$ cat src/rtl/mcpu16_pkg.sv
package mcpu16_pkg;

    typedef enum logic [2:0] {
        ST_FETCH,
        ST_DECODE,
        ST_EXEC,
        ST_MEM,
        ST_WB,
        ST_HALT
    } state_e;

    typedef enum logic [3:0] {
        OP_ADD,  OP_SUB,  OP_AND,  OP_OR,
        OP_ADDI, OP_LW,   OP_SW,   OP_BEQ,
        OP_BNE,  OP_BLT,  OP_BGE,  OP_BLE,
        OP_BGT,  OP_JMP,  OP_JAL,  OP_SYS
    } op_e;

    typedef enum logic [1:0] {
        ALU_ADD,
        ALU_SUB,
        ALU_AND,
        ALU_OR
    } aluop_e;

    typedef struct packed {
        logic ir_ld;
        logic ab_ld;
        logic res_ld;
        logic mdr_ld;
        logic pc_inc;
        logic pc_rel;
        logic pc_abs;
        logic pc_reg;
        logic rf_we;
        logic rf_link;
        logic mem_we;
        logic addr_res;
    } ctl_t;

endpackage

$ cat src/rtl/mcpu16_regfile.sv
module mcpu16_regfile #(
    parameter int DW  = 16,
    parameter int RW  = 4,
    parameter int NRD = 3
) (
    input  logic                    clk,
    input  logic                    rst_n,
    input  logic [NRD-1:0][RW-1:0]  raddr,
    output logic [NRD-1:0][DW-1:0]  rdata,
    input  logic                    we,
    input  logic [RW-1:0]           waddr,
    input  logic [DW-1:0]           wdata
);
    localparam int NREG = 1 << RW;

    logic [DW-1:0] store_q [NREG];

    always_ff @(posedge clk or negedge rst_n) begin
        if (!rst_n) begin
            for (int i = 0; i < NREG; i++) begin
                store_q[i] <= '0;
            end
        end else if (we && (waddr != '0)) begin
            store_q[waddr] <= wdata;
        end
    end

    for (genvar p = 0; p < NRD; p++) begin : g_rport
        assign rdata[p] = (raddr[p] == '0) ? '0 : store_q[raddr[p]];
    end

endmodule

$ cat src/rtl/mcpu16_alu.sv
module mcpu16_alu
    import mcpu16_pkg::*;
#(
    parameter int DW = 16
) (
    input  aluop_e          op,
    input  logic [DW-1:0]   a,
    input  logic [DW-1:0]   b,
    output logic [DW-1:0]   y,
    output logic            zero,
    output logic            lt
);
    logic [DW-1:0] diff;
    logic          ovf;

    assign diff = a - b;
    assign ovf  = (a[DW-1] ^ b[DW-1]) & (diff[DW-1] ^ a[DW-1]);
    assign lt   = diff[DW-1] ^ ovf;
    assign zero = (diff == '0);

    always_comb begin
        unique case (op)
            ALU_ADD: y = a + b;
            ALU_SUB: y = diff;
            ALU_AND: y = a & b;
            ALU_OR:  y = a | b;
            default: y = '0;
        endcase
    end

endmodule

$ cat src/rtl/mcpu16_ctrl.sv
module mcpu16_ctrl
    import mcpu16_pkg::*;
(
    input  logic    clk,
    input  logic    rst_n,
    input  op_e     op,
    input  logic    jr_sel,
    input  logic    take,
    output state_e  state,
    output ctl_t    ctl
);
    state_e state_q, state_d;

    assign state = state_q;

    // state register
    always_ff @(posedge clk or negedge rst_n) begin
        if (!rst_n) begin
            state_q <= ST_FETCH;
        end else begin
            state_q <= state_d;
        end
    end

    // next-state decision
    always_comb begin
        state_d = state_q;
        unique case (state_q)
            ST_FETCH:  state_d = ST_DECODE;
            ST_DECODE: state_d = ST_EXEC;
            ST_EXEC: begin
                unique case (op)
                    OP_ADD, OP_SUB, OP_AND, OP_OR, OP_ADDI: state_d = ST_WB;
                    OP_LW, OP_SW:                           state_d = ST_MEM;
                    OP_SYS:  state_d = jr_sel ? ST_FETCH : ST_HALT;
                    default: state_d = ST_FETCH;
                endcase
            end
            ST_MEM:    state_d = (op == OP_LW) ? ST_WB : ST_FETCH;
            ST_WB:     state_d = ST_FETCH;
            ST_HALT:   state_d = ST_HALT;
            default:   state_d = ST_FETCH;
        endcase
    end

    // control outputs
    always_comb begin
        ctl = '0;
        unique case (state_q)
            ST_FETCH: begin
                ctl.ir_ld  = 1'b1;
                ctl.pc_inc = 1'b1;
            end
            ST_DECODE: ctl.ab_ld = 1'b1;
            ST_EXEC: begin
                ctl.res_ld = 1'b1;
                unique case (op)
                    OP_BEQ, OP_BNE, OP_BLT, OP_BGE, OP_BLE, OP_BGT:
                        ctl.pc_rel = take;
                    OP_JMP: ctl.pc_abs = 1'b1;
                    OP_JAL: begin
                        ctl.pc_abs  = 1'b1;
                        ctl.rf_we   = 1'b1;
                        ctl.rf_link = 1'b1;
                    end
                    OP_SYS:  ctl.pc_reg = jr_sel;
                    default: ctl.res_ld = 1'b1;
                endcase
            end
            ST_MEM: begin
                ctl.addr_res = 1'b1;
                ctl.mem_we   = (op == OP_SW);
                ctl.mdr_ld   = (op == OP_LW);
            end
            ST_WB:   ctl.rf_we = 1'b1;
            ST_HALT: ctl = '0;
            default: ctl = '0;
        endcase
    end

endmodule

$ cat src/rtl/mcpu16_core.sv
module mcpu16_core
    import mcpu16_pkg::*;
#(
    parameter int DW = 16,
    parameter int AW = 10,
    parameter int RW = 4
) (
    input  logic            clk,
    input  logic            rst_n,
    output logic [AW-1:0]   mem_addr,
    input  logic [DW-1:0]   mem_rdata,
    output logic [DW-1:0]   mem_wdata,
    output logic            mem_we,
    input  logic [RW-1:0]   dbg_sel,
    output logic [DW-1:0]   dbg_value
);
    localparam int NREG   = 1 << RW;
    localparam int LINK   = NREG - 1;
    localparam int OPW    = 4;
    localparam int OP_LSB = DW - OPW;
    localparam int RD_LSB = OP_LSB - RW;
    localparam int RS_LSB = RD_LSB - RW;
    localparam int RT_LSB = RS_LSB - RW;
    localparam int NRD    = 3;

    state_e          state_q;
    ctl_t            ctl;
    logic [AW-1:0]   pc_q;
    logic [DW-1:0]   ir_q, a_q, b_q, res_q, mdr_q;

    op_e             op;
    logic [RW-1:0]   rd_f, rs_f, rt_f;
    logic            is_rtype, is_branch, take;
    logic [DW-1:0]   simm;
    logic [AW-1:0]   boff;

    logic [NRD-1:0][RW-1:0] rf_ra;
    logic [NRD-1:0][DW-1:0] rf_rd;
    logic [RW-1:0]   rf_wa;
    logic [DW-1:0]   rf_wd;

    aluop_e          alu_op;
    logic [DW-1:0]   alu_b, alu_y;
    logic            alu_zero, alu_lt;

    // instruction fields
    assign op        = op_e'(ir_q[DW-1:OP_LSB]);
    assign rd_f      = ir_q[RD_LSB +: RW];
    assign rs_f      = ir_q[RS_LSB +: RW];
    assign rt_f      = ir_q[RT_LSB +: RW];
    assign simm      = {{(DW-RW){ir_q[RW-1]}}, ir_q[RW-1:0]};
    assign boff      = {{(AW-RW){ir_q[RW-1]}}, ir_q[RW-1:0]};
    assign is_rtype  = (op == OP_ADD) || (op == OP_SUB) || (op == OP_AND) || (op == OP_OR);
    assign is_branch = (op == OP_BEQ) || (op == OP_BNE) || (op == OP_BLT) ||
                       (op == OP_BGE) || (op == OP_BLE) || (op == OP_BGT);

    mcpu16_ctrl u_ctrl (
        .clk    (clk),
        .rst_n  (rst_n),
        .op     (op),
        .jr_sel (ir_q[0]),
        .take   (take),
        .state  (state_q),
        .ctl    (ctl)
    );

    // register read address steering: port 0 first operand, 1 second, 2 debug
    always_comb begin
        rf_ra[0] = (is_branch || op == OP_SYS) ? rd_f : rs_f;
        if (is_rtype)       rf_ra[1] = rt_f;
        else if (is_branch) rf_ra[1] = rs_f;
        else                rf_ra[1] = rd_f;
        rf_ra[2] = dbg_sel;
    end

    assign rf_wa = ctl.rf_link ? RW'(LINK) : rd_f;
    assign rf_wd = ctl.rf_link    ? {{(DW-AW){1'b0}}, pc_q} :
                   (op == OP_LW)  ? mdr_q : res_q;

    mcpu16_regfile #(.DW(DW), .RW(RW), .NRD(NRD)) u_rf (
        .clk   (clk),
        .rst_n (rst_n),
        .raddr (rf_ra),
        .rdata (rf_rd),
        .we    (ctl.rf_we),
        .waddr (rf_wa),
        .wdata (rf_wd)
    );

    assign dbg_value = rf_rd[2];

    // ALU operand and function selection
    always_comb begin
        if (is_rtype)       alu_op = aluop_e'(ir_q[OP_LSB +: 2]);
        else if (is_branch) alu_op = ALU_SUB;
        else                alu_op = ALU_ADD;
    end
    assign alu_b = (is_rtype || is_branch) ? b_q : simm;

    mcpu16_alu #(.DW(DW)) u_alu (
        .op   (alu_op),
        .a    (a_q),
        .b    (alu_b),
        .y    (alu_y),
        .zero (alu_zero),
        .lt   (alu_lt)
    );

    // signed relational test on the subtract flags
    always_comb begin
        unique case (op)
            OP_BEQ:  take = alu_zero;
            OP_BNE:  take = !alu_zero;
            OP_BLT:  take = alu_lt;
            OP_BGE:  take = !alu_lt;
            OP_BLE:  take = alu_lt || alu_zero;
            OP_BGT:  take = !(alu_lt || alu_zero);
            default: take = 1'b0;
        endcase
    end

    // datapath registers
    always_ff @(posedge clk or negedge rst_n) begin
        if (!rst_n) begin
            pc_q  <= '0;
            ir_q  <= '0;
            a_q   <= '0;
            b_q   <= '0;
            res_q <= '0;
            mdr_q <= '0;
        end else begin
            if (ctl.ir_ld)  ir_q  <= mem_rdata;
            if (ctl.ab_ld) begin
                a_q <= rf_rd[0];
                b_q <= rf_rd[1];
            end
            if (ctl.res_ld) res_q <= alu_y;
            if (ctl.mdr_ld) mdr_q <= mem_rdata;
            if (ctl.pc_inc)      pc_q <= pc_q + 1'b1;
            else if (ctl.pc_rel) pc_q <= pc_q + boff;
            else if (ctl.pc_abs) pc_q <= ir_q[AW-1:0];
            else if (ctl.pc_reg) pc_q <= a_q[AW-1:0];
        end
    end

    assign mem_addr  = ctl.addr_res ? res_q[AW-1:0] : pc_q;
    assign mem_wdata = b_q;
    assign mem_we    = ctl.mem_we;

endmodule

$ cat config.mk
export PLATFORM = sky130hd
export DESIGN_NAME = mcpu16_core
export DESIGN_NICKNAME = d
export VERILOG_FILES = /design/src/rtl/mcpu16_pkg.sv /design/src/rtl/mcpu16_regfile.sv /design/src/rtl/mcpu16_alu.sv /design/src/rtl/mcpu16_ctrl.sv /design/src/rtl/mcpu16_core.sv
export SDC_FILE = /design/constraint.sdc
export NUM_CORES = 1
export LEC_CHECK = 0
export BUFFER_PORTS_ARGS = -buffer_cell sky130_fd_sc_hd__clkbuf_2
export CAP_MARGIN = 20
export CORE_MARGIN = 2
export CORE_UTILIZATION = 55
export DETAILED_ROUTE_END_ITERATION = 10
export PLACE_DENSITY = 0.78
export SETUP_SLACK_MARGIN = 0.3
export SYNTH_ARGS = -nofsm -noshare
export SYNTH_HDL_FRONTEND = slang
export SYNTH_SLANG_ARGS = --single-unit
export TNS_END_PERCENT = 100
$ cat constraint.sdc
create_clock -name clk -period 5.6 [get_ports clk]
set_clock_uncertainty 0.05 [all_clocks]
set_input_delay 0.56 -clock clk [delete_from_list [all_inputs] [get_ports clk]]
set_output_delay 0.56 -clock clk [all_outputs]
set_load 0.02 [all_outputs]
==> results of run 1 <==
## registers in the layout, indices dropped and copies added (netlist names)
register      count
u_rf.store_q    256
a_q              16
ir_q             16
mdr_q            16
mem_wdata        16
res_q            16
pc_q             10
u_ctrl.state      3
## metal layers
| layer | vias up | wire length, um | GRT usage |
|---|---|---|---|
| li1 | 9447 | - | - |
| met1 | 10772 | 30400 | 0.479 |
| met2 | 1623 | 37800 | 0.585 |
| met3 | 397 | 10600 | 0.105 |
| met4 | 4 | 5620 | 0.231 |
| met5 | - | 35 | 0 |
## stage by stage
step	hold slack, ps	worst slack, ps	utilization
finish	141	66.0	0.630
global route	158	-166	0.630
CTS	152	222	0.626
detailed placement	337	-111	0.582
global placement	333	-9.03	0.582
floorplan	214	318	-
## Yosys cell counts (5+ instances only)
library cell  instances
dfrtp_1             349
a32o_1               13
xnor2_1              13
a21oi_1             100
mux2_2              220
buf_1                28
inv_1                56
nand3_1              75
buf_4                22
xor2_1                5
nor4_1                5
ha_1                 57
nand2_1             711
and3_1               97
a211oi_1             12
mux4_2               80
a22o_1               16
a31oi_1              63
a221oi_1              9
buf_2                33
o21ai_0             100
nor2b_1              25
o21ai_1              17
buf_6                 5
clkbuf_1            153
o21bai_1             11
a221o_1              10
o211ai_1              5
a21o_1               13
o221ai_1              8
nor2_1               81
a311oi_1             75
nand2b_1             11
nor3_1               16
or3_1                 7
mux2i_1              24
o21a_1               17
## area by class of cell
class	instances	area, um^2
Clock buffer	57	1110
Inverter	57	221
Tap cell	546	683
Fill cell	3507	15800
Timing Repair Buffer	240	1800
Antenna cell	1	2.50
Sequential cell	349	8730
Clock inverter	14	199
Multi-Input combinational cell	1983	14200
## cell families after synthesis
kind of cell	Yosys count
and+or+nand+nor	1062
muxes	325
AOI/OAI and AO/OA	516
buffers and inverters	298
xor gates and xnor gates	19
adders and majority gates	61
DFF	349
## worst min-delay path, delay by kind of cell
| kind | cells | cell delay (ps) |
|---|---|---|
| buffers and inverters | 1 | 90 |
| AND/OR/NAND/NOR | 2 | 90 |
## how the worst max path moves through the flow
stage | to | slack (ps) | depth (start not counted)
after floorplan | pc_q[7] | 320 | 31
after global placement | pc_q[4] | -9 | 29
after detailed placement | pc_q[9] | -110 | 29
after CTS | pc_q[8] | 220 | 27
after global routing | pc_q[1] | -170 | 30
final | pc_q[8] | 70 | 33
## repair_timing
action	CTS	global route
endpoints found under the setup margin	10	10
setup buffers	31	5
endpoints found under the hold margin	54	0
pin swaps	18	11
hold buffers	1	0
gates resized for setup	69	18
gates cloned	1	0
==> impl_results.md, run 1 <==
- CP arrival: just under 6000 ps
- Commonest cells after routing, fill and taps aside: 701 x nand2_1, 348 x dfrtp_1, 216 x mux2_2
- Delay-heaviest family, CP: buffers and inverters
- Die width: approximately 210 um
- Primary FF master, synth: dfrtp_1
- Largest cells by area after synthesis: dfrtp_1 37%, nand2_1 11%, mux2_2 10%, mux4_2 7.6%, ha_1 3.0%
- Core area: about 43,000 um^2
- Initial antenna violation count: 2
- DR vias: 22,243
- Maxcap violations: 0
- Syn_nets: approximately 2,700
- Largest net degree at the start of global routing: 97
- Clock Sinks: about 350
- Final Hold Fails: 0
- Final #Nets: between 2,000 and 3,000
- RSZ-0062 raised after global routing: true
- Core Rows: 76
- Worst Reg-to-Reg Cells: 33
- Buf/Inv on CP: 17
- CP most frequent cell: buf_4
- Placed cell count: approximately 3,100
- CTS Buf Count: 40
- Post-Synth XOR/XNOR Area: 0.00735
- Setup TNS: 0 ps
- Post-DP Area: between 20,000 and 25,000 um^2
- Final setup violation count: 0
- Worst Tran Pin Value: approximately 1200 ps
- Multiplexer share of the synthesized area: 0.192
- Critical path required time: 6010 ps
- Clock root buffer master: clkbuf_16
- Synth unique cells: roughly 90
- Adder-cell share of the synthesized area: 0.0335
- Worst-skew pair later-pin latency: around 600 ps
- Beginning of the worst hold path: mem_rdata[5]
- Tmin final: about 5500 ps
- Fmax: 181 MHz
- Yosys synthesis warning count: 0
- Period Utilization, post-route: 0.988
- Drt drc: 0
- Share of cells above drive strength 1: 0.263
- Routed wire length: 84,500 um
- Synth top area share: 0.369
- Simple-Gate Fraction of Synth Area: 0.195
- I/O Buffers: 64
- Cell Count, Final, Fillers Out: 3,247
- Ports: 65
- First DRT Iteration DRCs: approximately 2,900
- First-pass GRT wire length: between 100,000 and 150,000 um
- Crit path kind: flip-flop to flip-flop
- Leading cell type in the layout, fill and taps excluded: nand2_1
- HP Class: input port to flip-flop
- DRT Pass-1 Iters: 7
- Area Overhead vs Synth: 13.8%
- CTS Buffer Depth: 3
- Synth Cell Area: roughly 24,000 um^2
- Startpoint types: flip-flop
- Slew Limit Fails: 0
- Number of vias per cell: between 6 and 7
- Synth area leader: dfrtp_1
- GRT overflow: 0
- Critical Path Max Stage Delay: ~410 ps
- Wire per inst: around 26 um
- Final instance area: around 27,000 um^2
- Yosys reg bits: approximately 350
- Hold path endpoint: ir_q[5]
- Slowest stage cell, crit path: dfrtp_1
- Compound-Gate Fraction of Synth Area: 0.149
- Slew margin rel.: 0.170
- End of the worst register-to-register path: pc_q[8]
- Post-synthesis sequential area ratio: 0.369
- Crit Path Max Fanout: 8
- Htree depth: 2
- Reg2reg setup slack: ~66 ps
- CTS tree: done
- Die Ht: about 210 um
- Die area: approximately 45,000 um^2
- Number of global-route vias before repair: between 20,000 and 25,000
- Routability cong.: about 0.97
- Starting Density: 0.553
- Number of synthesized flops with an enable pin: 0
- Hold path cells: 3
- Overall Global Routing Usage: 0.380
- CP Capture Type: flip-flop
- Post-Syn Instances: between 2,000 and 3,000
- Hpwl dp: ~56,000 um
- Status: completed
- Final ANT Viol Nets: 0
- Synth async-reset ratio: 1.00
- Syn_area_per_cell: between 9 and 10 um^2
- Critical Path Source: ir_q[15]
- Worst-path clk slew: 60 ps
- Worst r2r src: ir_q[15]
- Largest family of logic cells by synthesized area: simple AND/OR/NAND/NOR gates
Power of run 1 is not shown: default switching activity piles up to over one toggle a cycle in this logic, so the estimate is an artifact.
==> run 2, diff against run 1 <==
--- a/config.mk
+++ b/config.mk
@@ -5,12 +5,13 @@
 export SDC_FILE = /design/constraint.sdc
 export NUM_CORES = 1
 export LEC_CHECK = 0
+export ABC_CLOCK_PERIOD_IN_PS = 5600
 export BUFFER_PORTS_ARGS = -buffer_cell sky130_fd_sc_hd__clkbuf_2
 export CAP_MARGIN = 20
 export CORE_MARGIN = 2
-export CORE_UTILIZATION = 55
+export CORE_UTILIZATION = 58
 export DETAILED_ROUTE_END_ITERATION = 10
-export PLACE_DENSITY = 0.78
+export PLACE_DENSITY = 0.82
 export SETUP_SLACK_MARGIN = 0.3
 export SYNTH_ARGS = -nofsm -noshare
 export SYNTH_HDL_FRONTEND = slang
==> run 2 against run 1 <==
Compared with the run above: the flow now finishes with violations (DRC, hold timing); via count about the same; global-route usage up 1.5 points; maximum frequency up 1.9%; sequential share of layout area up 0.45 points; cell area down 1.4%; cell count down 1.6%; worst hold slack worse by 170 ps; routed wire length down 1.0%; core utilization up 2.6 points; critical endpoint is now pc_q[9].
==> impl_results.md, run 2 (same netlist as run 1, synthesis figures left out) <==
- RSZ-0062 raised after global routing: true (unchanged)
- Setup TNS: 0 ps (unchanged)
- Final ANT Viol Nets: 0 (unchanged)
- Antenna fix cells: 0 (was 1)
- Buf/Inv on CP: 5 (was 17)
- Delay-heaviest family, CP: compound AO/OA/AOI/OAI gates (was buffers and inverters)
- CP most frequent cell: nor2_1 (was buf_4)
- Starting Density: 0.584 (was 0.553)
- HP Class: input port to async pin (was input port to flip-flop)
- Die area: 42,500 um^2 (was 44,700 um^2)
- Area Overhead vs Synth: 12.2% (was 13.8%)
- Routability cong.: 0.981 (was 0.970)
- CP Capture Type: flip-flop (unchanged)
- Top reg by flops: u_rf.store_q (unchanged)
- Number of vias per cell: 6.96 (was 6.85)
- Final #Nets: 2,717 (was 2,754)
- Final Hold Fails: 12 (was 0)
- Slew Limit Fails: 0 (unchanged)
- Max reg flops: 256 (unchanged)
- Maxcap violations: 0 (unchanged)
- Tmin final: 5430 ps (was 5530 ps)
- Worst Tran Pin Value: 1190 ps (was 1250 ps)
- Hpwl dp: 55,300 um (was 56,000 um)
- Largest net degree at the start of global routing: 140 (was 97)
- Worst-path clk slew: 60 ps (about the same)
- Placed cell count: 3,102 (was 3,135)
- Status: finished, violations left (was completed)
- GRT overflow: 0 (unchanged)
- Hold WS: -25.4 ps (was 141 ps)
- Hold Buf Count CTS: 0 (was 1)
- First-pass GRT wire length: 127,000 um (was 129,000 um)
- Startpoint types: flip-flop (unchanged)
- Critical path required time: 5990 ps (was 6010 ps)
- Final setup violation count: 0 (unchanged)
- Ports: 65 (unchanged)
- Leading cell type in the layout, fill and taps excluded: nand2_1 (unchanged)
- Post-DP Area: 24,800 um^2 (was 24,900 um^2)
- DRT Pass-1 Iters: 11 (was 7)
- CTS Buffer Depth: 3 (unchanged)
- CTS tree: done (unchanged)
- DR vias: 22,231 (was 22,243)
- Fmax: 184 MHz (was 181 MHz)
- First DRT Iteration DRCs: 3,167 (was 2,949)
- Crit path kind: flip-flop to flip-flop (unchanged)
- Worst-skew pair later-pin latency: 580 ps (was 610 ps)
- Commonest cells after routing, fill and taps aside: 700 x nand2_1, 348 x dfrtp_1, 218 x mux2_2 (was 701 x nand2_1, 348 x dfrtp_1, 216 x mux2_2)
- Core Rows: 74 (was 76)
- Initial antenna violation count: 2 (unchanged)
- Number of global-route vias before repair: 21,281 (was 21,692)
- Critical Path Max Stage Delay: 530 ps (was 410 ps)
- CTS Buf Count: 39 (was 40)
- Crit Path Max Fanout: 5 (was 8)
- Share of cells above drive strength 1: 0.256 (was 0.263)
- Htree depth: 2 (unchanged)
- Slowest stage cell, crit path: fa_1 (was dfrtp_1)
- Cell Count, Final, Fillers Out: 3,196 (was 3,247)
- I/O Buffers: 64 (unchanged)
- Die width: 206 um (was 211 um)
- Overall Global Routing Usage: 0.395 (was 0.380)
- Clock root buffer master: clkbuf_16 (unchanged)
- Drt drc: 1 (was 0)
- Multi-input logic area: 14,200 um^2 (about the same)
- FF/Latch Area: 8730 um^2 (unchanged)
- Core area: 40,600 um^2 (was 42,800 um^2)
- Routed wire length: 83,600 um (was 84,500 um)
- Final instance area: 26,600 um^2 (was 26,900 um^2)
- Slew margin rel.: 0.203 (was 0.170)
- Fill cells: 3,160 (was 3,507)
- Wire per inst: 26.2 um (was 26.0 um)
- Failing checks: DRC, hold timing
- Die Ht: 206 um (was 211 um)
- CP arrival: 5830 ps (was 5940 ps)
- Period Utilization, post-route: 0.970 (was 0.988)
- Clock Sinks: 349 (unchanged)
run 2: cell types whose count changed in the layout (fill, tap and decap cells not counted), sizes merged:
cell         delta
inv             +3
clkbuf          -1
clkinvlp        +1
diode           -1
dlygate4sd3     -1
buf            -35
bufinv          -3
run 2: final timing paths:
path / from / endpoint / slack [ps] / cells after the start
worst min register to register: u_rf.store_q[245] / u_rf.store_q[245] / 350 / 0
worst max-delay path: ir_q[15] / pc_q[9] / 170 / 29
min in group clk: mem_rdata[6] / ir_q[6] / 170 / 3
worst max register to register: ir_q[15] / pc_q[9] / 170 / 29
worst min-delay path: rst_n / u_rf.store_q[220] / -30 / 1
max in group asynchronous: rst_n / ir_q[14] / 4130 / 2
run 2: repair_timing:
item | 4_1_cts | 5_1_grt
gates resized for setup | 44 | 34
endpoints found under the setup margin | 10 | 10
buffers inserted | 8 | 11
pin swaps | 20 | 12
cloned | 0 | 1
run 2: metrics by stage:
stage           util  hold slack [ps]  worst slack, ps
6_report       0.655            -25.4              167
5_1_grt        0.655             48.6            -85.3
4_1_cts        0.648             19.9              270
3_5_place_dp   0.611              334            -20.2
3_3_place_gp   0.610              336             41.0
2_1_floorplan      -              214              318
run 2: final cells by class:
type | instances | share of cell area
clock buffer | 56 | 0.0436
clock inverter | 15 | 0.00391
inverter | 57 | 0.00833
multi-input combinational | 1983 | 0.533
sequential | 349 | 0.329
tap | 532 | 0.0250
timing repair buffer | 204 | 0.0569
run 2: metal layers:
layer  global-route usage  wire length (um)  vias to the layer above
li1                     -                 -                     9375
met1                0.504             29400                    10660
met2                0.602             36900                     1764
met3               0.0924             10700                      428
met4                0.261              6620                        4
met5                    0                26                        -
Power of run 2 is left out for the same reason.
